File: config.mk
export PLATFORM = sky130hd
export DESIGN_NAME = stride_prefetch_detector
export DESIGN_NICKNAME = d
export VERILOG_FILES = /design/src/rtl/spd_pkg.sv /design/src/rtl/spd_stride_tracker.sv /design/src/rtl/spd_prefetch_queue.sv /design/src/rtl/stride_prefetch_detector.sv
export SDC_FILE = /design/constraint.sdc
export NUM_CORES = 1
export LEC_CHECK = 0
export CORE_MARGIN = 2
export CORE_UTILIZATION = 52
export DETAILED_ROUTE_END_ITERATION = 10
export PLACE_DENSITY = 0.92
export SYNTH_ARGS = -nofsm -noshare
export SYNTH_HDL_FRONTEND = slang
export SYNTH_SLANG_ARGS = --single-unit
export TNS_END_PERCENT = 20
File: constraint.sdc
create_clock -name clk -period 3.5 [get_ports clk]
set_input_delay 0.525 -clock clk [delete_from_list [all_inputs] [get_ports clk]]
set_output_delay 0.525 -clock clk [all_outputs]
set_load 0.02 [all_outputs]
File: src/rtl/spd_pkg.sv
package spd_pkg;

  // Number of consecutive equal non-zero steps seen so far.
  typedef enum logic [1:0] {
    MATCH_NONE = 2'd0,
    MATCH_ONE  = 2'd1,
    MATCH_TWO  = 2'd2
  } match_e;

endpackage

File: src/rtl/spd_stride_tracker.sv
module spd_stride_tracker #(
  parameter int IDX_W = 5,
  parameter int PG_W  = 20,
  localparam int STR_W = IDX_W + 1
) (
  input  logic             clk,
  input  logic             rst_n,
  input  logic             miss_valid,
  input  logic [PG_W-1:0]  miss_page,
  input  logic [IDX_W-1:0] miss_idx,
  output logic             trig,
  output logic             cancel,
  output logic [PG_W-1:0]  trig_page,
  output logic [IDX_W-1:0] trig_idx,
  output logic [STR_W-1:0] trig_stride
);
  import spd_pkg::*;

  logic              have_q, have_d;
  logic [PG_W-1:0]   page_q, page_d;
  logic [IDX_W-1:0]  idx_q, idx_d;
  logic [STR_W-1:0]  stride_q, stride_d;
  match_e            cnt_q, cnt_d;
  logic              upd_en;

  logic signed [STR_W-1:0] delta;
  logic                    same_page;

  assign delta     = $signed({1'b0, miss_idx}) - $signed({1'b0, idx_q});
  assign same_page = have_q && (miss_page == page_q);

  assign trig_page   = miss_page;
  assign trig_idx    = miss_idx;
  assign trig_stride = delta;
  assign upd_en      = miss_valid;

  always_comb begin
    have_d   = have_q;
    page_d   = page_q;
    idx_d    = idx_q;
    stride_d = stride_q;
    cnt_d    = cnt_q;
    trig     = 1'b0;
    cancel   = 1'b0;
    if (miss_valid) begin
      if (!same_page) begin
        // new page: this miss is the first of a possible stream
        have_d   = 1'b1;
        page_d   = miss_page;
        idx_d    = miss_idx;
        stride_d = '0;
        cnt_d    = MATCH_NONE;
        cancel   = 1'b1;
      end else if (delta == '0) begin
        // repeated line: state untouched
      end else if ((cnt_q != MATCH_NONE) && (delta == $signed(stride_q))) begin
        idx_d = miss_idx;
        cnt_d = MATCH_TWO;
        trig  = 1'b1;
      end else begin
        idx_d    = miss_idx;
        stride_d = delta;
        cnt_d    = MATCH_ONE;
        cancel   = 1'b1;
      end
    end
  end

  always_ff @(posedge clk or negedge rst_n) begin
    if (!rst_n) begin
      have_q   <= 1'b0;
      page_q   <= '0;
      idx_q    <= '0;
      stride_q <= '0;
      cnt_q    <= MATCH_NONE;
    end else if (upd_en) begin
      have_q   <= have_d;
      page_q   <= page_d;
      idx_q    <= idx_d;
      stride_q <= stride_d;
      cnt_q    <= cnt_d;
    end
  end

endmodule

File: src/rtl/spd_prefetch_queue.sv
module spd_prefetch_queue #(
  parameter int IDX_W = 5,
  parameter int PG_W  = 20,
  parameter int AHEAD = 2,
  localparam int STR_W = IDX_W + 1,
  localparam int TGT_W = STR_W + $clog2(AHEAD + 1) + 1,
  localparam int HW    = (AHEAD > 1) ? $clog2(AHEAD) : 1
) (
  input  logic             clk,
  input  logic             rst_n,
  input  logic             trig,
  input  logic             cancel,
  input  logic [PG_W-1:0]  trig_page,
  input  logic [IDX_W-1:0] trig_idx,
  input  logic [STR_W-1:0] trig_stride,
  input  logic             pf_ready,
  output logic             pf_valid,
  output logic [PG_W-1:0]  pf_page,
  output logic [IDX_W-1:0] pf_idx
);

  logic [AHEAD-1:0] v_q, v_d;
  logic [IDX_W-1:0] a_q [AHEAD];
  logic [IDX_W-1:0] a_d [AHEAD];
  logic [PG_W-1:0]  page_q, page_d;
  logic [HW-1:0]    head;
  logic             upd_en;

  logic signed [TGT_W-1:0] base, step;
  logic [AHEAD-1:0]        tgt_ok;
  logic [IDX_W-1:0]        tgt_idx [AHEAD];

  assign base = $signed(TGT_W'(trig_idx));
  assign step = $signed({{(TGT_W-STR_W){trig_stride[STR_W-1]}}, trig_stride});

  for (genvar g = 0; g < AHEAD; g++) begin : g_tgt
    localparam logic signed [TGT_W-1:0] MUL = TGT_W'(g + 1);
    logic signed [TGT_W-1:0] tgt;
    assign tgt        = base + step * MUL;
    assign tgt_ok[g]  = (tgt[TGT_W-1:IDX_W] == '0);
    assign tgt_idx[g] = tgt[IDX_W-1:0];
  end

  // lowest valid slot is the nearest line
  always_comb begin
    head = '0;
    for (int i = AHEAD - 1; i >= 0; i--) begin
      if (v_q[i]) head = HW'(i);
    end
  end

  assign pf_valid = |v_q;
  assign pf_idx   = a_q[head];
  assign pf_page  = page_q;
  assign upd_en   = cancel | trig | (pf_valid & pf_ready);

  always_comb begin
    v_d    = v_q;
    page_d = page_q;
    for (int i = 0; i < AHEAD; i++) a_d[i] = a_q[i];
    if (cancel) begin
      v_d = '0;
    end else if (trig) begin
      v_d    = tgt_ok;
      page_d = trig_page;
      for (int i = 0; i < AHEAD; i++) a_d[i] = tgt_idx[i];
    end else if (pf_valid && pf_ready) begin
      v_d[head] = 1'b0;
    end
  end

  always_ff @(posedge clk or negedge rst_n) begin
    if (!rst_n) begin
      v_q    <= '0;
      page_q <= '0;
      for (int i = 0; i < AHEAD; i++) a_q[i] <= '0;
    end else if (upd_en) begin
      v_q    <= v_d;
      page_q <= page_d;
      for (int i = 0; i < AHEAD; i++) a_q[i] <= a_d[i];
    end
  end

endmodule

File: src/rtl/stride_prefetch_detector.sv
module stride_prefetch_detector #(
  parameter int ADDR_W    = 32,
  parameter int LINE_BITS = 7,
  parameter int PAGE_BITS = 12,
  parameter int AHEAD     = 2
) (
  input  logic              clk,
  input  logic              rst_n,
  input  logic              miss_valid,
  input  logic [ADDR_W-1:0] miss_addr,
  output logic              pf_valid,
  input  logic              pf_ready,
  output logic [ADDR_W-1:0] pf_addr
);
  localparam int IDX_W = PAGE_BITS - LINE_BITS;
  localparam int PG_W  = ADDR_W - PAGE_BITS;
  localparam int STR_W = IDX_W + 1;

  logic [PG_W-1:0]  miss_page, trig_page, pf_page;
  logic [IDX_W-1:0] miss_idx, trig_idx, pf_idx;
  logic [STR_W-1:0] trig_stride;
  logic             trig, cancel;
  logic             unused_ofs;

  assign miss_page  = miss_addr[ADDR_W-1:PAGE_BITS];
  assign miss_idx   = miss_addr[PAGE_BITS-1:LINE_BITS];
  assign unused_ofs = ^miss_addr[LINE_BITS-1:0];

  spd_stride_tracker #(.IDX_W(IDX_W), .PG_W(PG_W)) u_track (
    .clk         (clk),
    .rst_n       (rst_n),
    .miss_valid  (miss_valid),
    .miss_page   (miss_page),
    .miss_idx    (miss_idx),
    .trig        (trig),
    .cancel      (cancel),
    .trig_page   (trig_page),
    .trig_idx    (trig_idx),
    .trig_stride (trig_stride)
  );

  spd_prefetch_queue #(.IDX_W(IDX_W), .PG_W(PG_W), .AHEAD(AHEAD)) u_queue (
    .clk         (clk),
    .rst_n       (rst_n),
    .trig        (trig),
    .cancel      (cancel),
    .trig_page   (trig_page),
    .trig_idx    (trig_idx),
    .trig_stride (trig_stride),
    .pf_ready    (pf_ready),
    .pf_valid    (pf_valid),
    .pf_page     (pf_page),
    .pf_idx      (pf_idx)
  );

  assign pf_addr = {pf_page, pf_idx, {LINE_BITS{1'b0}}};

endmodule

==> run summary <==
## Run status
- finished, final reports clean — run status

## Cells and area
- 503 — Post-Layout Cell Count
- 69.40% — share of the core filled with cells
- 472 — Fill cells
- 21.28% — proportion of layout cells with a drive suffix above 1
- 0 — diodes inserted
- 0.001652 mm^2 — register cell area after layout
- 30.18% — Layout area overhead
- 472 — nets@finish
- 0.001838 mm^2 — combined area of the multi-input logic cells

## Routing
- 8014 um — routed wire length
- 5.417 — via count normalized by instance count
- 74 — 1st-iter DRT viols
- 0 — DRC errors left
- 4 — number of iterations in the first detailed-routing pass
- 2725 — routed vias
- 15.93 um — post-detailed-route wirelength per cell
- 0 — post-route antenna net violation count

## Power
- 448.2 mW/mm^2 — Power per Cell Area
- 23.4% — logic gate share of total power
- 2.258 nW — Leakage
- 0.2877 mV — Peak supply drop
- 0.001493 W — Int Power
- 38.6% — sequential cell fraction of total power
- 0.0005974 W — switching power summed over all nets
- 38.0% — Clock power frac
- 28.58% — switching part of the total power

## Clock network
- 0.08 ns — Clock Pin Slew Worst Setup and Hold Paths
- 66 — number of clock sinks seen by CTS
- 9 — clock buffer count from CTS
- 0 — number of buffers inserted for hold repair after clock tree synthesis
- 2 — Bufs on Longest Clock Path
- 0 — buffer count from post-CTS setup fixing
- clkbuf_8 — CTS root buffer
- 0.36 ns — latest clock arrival within the worst-skew pair
- yes — TritonCTS clock tree
- 3 — # H-tree levels

## Global routing
- 22.76% — global router's overall resource usage
- 0 — initial antenna violation count
- 2805 — number of global-route vias before repair
- 0 — remaining global-route overflow
- 44 — largest net degree at the start of global routing
- 13050 um — wire length of the first global-routing pass

## STA
- false — unrepaired setup endpoints after global routing
- 0.01047 ns — worst clock skew on the final layout
- 0.3084 GHz — peak clock frequency supported by timing
- 92.66% — fin crit share
- 0 — max-slew violation count
- 36.24% — headroom to the max-slew limit
- 3.243 ns — final worst path period need
- 0 ns — Fin Setup TNS
- 0.9564 ns — transition time at the pin with the least slew margin
- 0 — count of final hold-check violations
- 0 — Final Setup Violations

## Die
- 0.007569 mm^2 — overall die area
- 30 — number of placement rows
- 87 um — Chip Width
- 53.31% — effective utilization at floorplan
- 87 um — Die Height
- 0.006719 mm^2 — Core Area
- 69 — I/O pins

## Synthesis
- 336 — Post-Synthesis Cells
- 51 — number of unique standard cell types used by synthesis
- 0.003582 mm^2 — mapped cell area
- 66 — Synth Register Bits
- dfrtp_1 — Top FF cell, synth
- 46.11% — Seq/Total Area, Yosys
- dfrtp_1 46%, mux2_2 8.5%, nand2_1 7.1%, ha_1 4.9%, xnor2_1 4.2% — ranking of synthesized cells by area
- dfrtp_1 — cell taking the most area after synthesis
- 100.0% — share of flip-flops with an asynchronous set or reset after synthesis
- 0 — number of warnings printed during yosys synthesis
- 0 — count of flip-flops with a built-in enable after synthesis
- 46.11% — proportion of netlist area held by the largest area contributor
- 10.66 um^2 — syn avg cell area

## Flow run
- 0 — number of max-cap violations

## Setup path
- 3.78 ns — Data required, critical path
- in -> reg — class of the most critical setup path
- 3.53 ns — worst endpoint data arrival time
- primary input — Startpoint Class
- flip-flop — endpoint type of the worst setup path
- 4 — Worst Path Max Fanout

## Place
- 54 — number of port buffers
- 5812 um — dpl hpwl
- 488 — number of instances in the placed design
- 0.7947 — last weighted congestion value of the routability-driven placer

## Worst hold path
- in -> async — worst hold path type

-- what timing repair did --
action / CTS / global route
resized for setup: 0 / 3
hold endpoints to repair: 0 / 0
setup endpoints to repair: 0 / 8
-- stage by stage --
step / power (W) / hold WS (ns) / worst slack (ns) / instance area [um^2]
floorplan: 0.001115 / 0.2294 / 0.4906 / 3605
global placement: 0.001277 / 0.4467 / -0.1327 / 4403
detailed placement: 0.001297 / 0.4649 / -0.2575 / 4403
CTS: 0.002096 / 0.3370 / 0.05661 / 4642
global route: 0.002186 / 0.3921 / 0.06955 / 4663
finish: 0.002090 / 0.3129 / 0.2571 / 4663
-- placed cells by master, fill, tap and decap left out, drive strengths merged, types with 3 or more instances in the layout --
master / netlist / final
conb: 1 / 7
nand3: 4 / 4
xor2: 16 / 16
clkdlybuf4s50: 0 / 53
clkbuf: 3 / 9
buf: 14 / 30
or2: 3 / 3
ha: 14 / 14
dfrtp: 66 / 66
nor2: 9 / 9
a21oi: 10 / 10
a22o: 5 / 5
nand2b: 5 / 5
a21o: 4 / 4
fa: 3 / 3
nand2: 68 / 68
inv: 15 / 16
xnor2: 17 / 17
nand4: 3 / 3
o21ai: 14 / 14
mux2: 33 / 33
bufinv: 0 / 3
-- final cells by class --
cell class	instances	share of cell area, %
multi-input combinational	244	39.42
sequential	66	35.42
timing repair buffer	83	16.69
clock buffer	9	2.656
clock inverter	6	2.468
tap	80	2.146
inverter	15	1.207
-- power by group through the flow --
stage | sequential [W] | clock (W) | combinational, W
2_1_floorplan | 0.000817 | 0 | 0.000297
3_3_place_gp | 0.000820 | 0 | 0.000458
3_5_place_dp | 0.000822 | 0 | 0.000475
4_1_cts | 0.000807 | 0.000805 | 0.000484
5_1_grt | 0.000810 | 0.000834 | 0.000542
6_report | 0.000807 | 0.000794 | 0.000489
-- critical path: stages --
cell and delay, ns:
clkdlybuf4s50_1 0.42, inv_1 0.08, ha_1 0.18, inv_1 0.06, fa_2 0.39, a21o_1 0.19, a21oi_2 0.20, xor2_2 0.20
inv_2 0.08, ha_1 0.30, o21ai_0 0.12, o211ai_1 0.17, or3b_2 0.45, o21ai_0 0.14
-- cells in the mapped netlist (4+ instances only) --
cell      instances
dfrtp_1          66
a21oi_1           8
inv_1            14
nand2b_1          5
ha_1             14
buf_2             6
a22o_1            5
nand2_1          68
nor2_1            9
buf_4             7
mux2_2           27
nand3_1           4
xor2_1           15
a21o_1            4
xnor2_1          17
o21ai_0          13
-- cell families (layout without fill, tap and decap cells) --
family                     Yosys count  count (layout)  synth area share (%)
xor gates and xnor gates            35              35                 9.570
buffers and inverters               32             113                 4.296
muxes                               34              34                 10.97
and+or+nand+nor                    107             107                 13.55
DFF                                 66              66                 46.11
AOI/OAI and AO/OA                   44              44                 8.838
other                                1               7                0.1047
adders and majority gates           17              17                 6.567
-- path summary, 6_finish.rpt --
| kind | depth (start not counted) | slack, ns | end | startpoint |
|---|---|---|---|---|
| max in group asynchronous | 2 | 2.30 | u_queue.pf_page[10] | rst_n |
| setup / recovery | 14 | 0.26 | u_queue.v_q[0] | miss_addr[7] |
| hold / removal | 1 | 0.31 | u_queue.a_q[6] | rst_n |
| setup reg to reg | 12 | 0.56 | u_queue.v_q[0] | u_track.idx_q[0] |
| min in group clk | 2 | 0.48 | u_queue.a_q[3] | u_queue.a_q[3] |
| hold reg to reg | 2 | 0.48 | u_queue.a_q[3] | u_queue.a_q[3] |
-- registers in the layout, summed over array words and instances (netlist names) --
register / count
u_track.page_q: 20
u_track.cnt_q: 2
u_queue.pf_page: 20
u_queue.v_q: 2
u_track.stride_q: 6
u_track.idx_q: 5
u_queue.a_q: 10
u_track.have_q: 1
-- routing by layer --
| metal | GRT usage, % | wire length (um) | vias up | part of all wire (%) |
|---|---|---|---|---|
| met5 | 0 | 0 | - | 0 |
| met4 | 7.955 | 114 | 0 | 1.4 |
| met3 | 6.730 | 441 | 15 | 5.5 |
| met2 | 39.83 | 4248 | 74 | 53 |
| met1 | 26.45 | 3210 | 1350 | 40 |
| li1 | - | - | 1286 | - |
No activity file was read; power rests on OpenSTA's default activity.
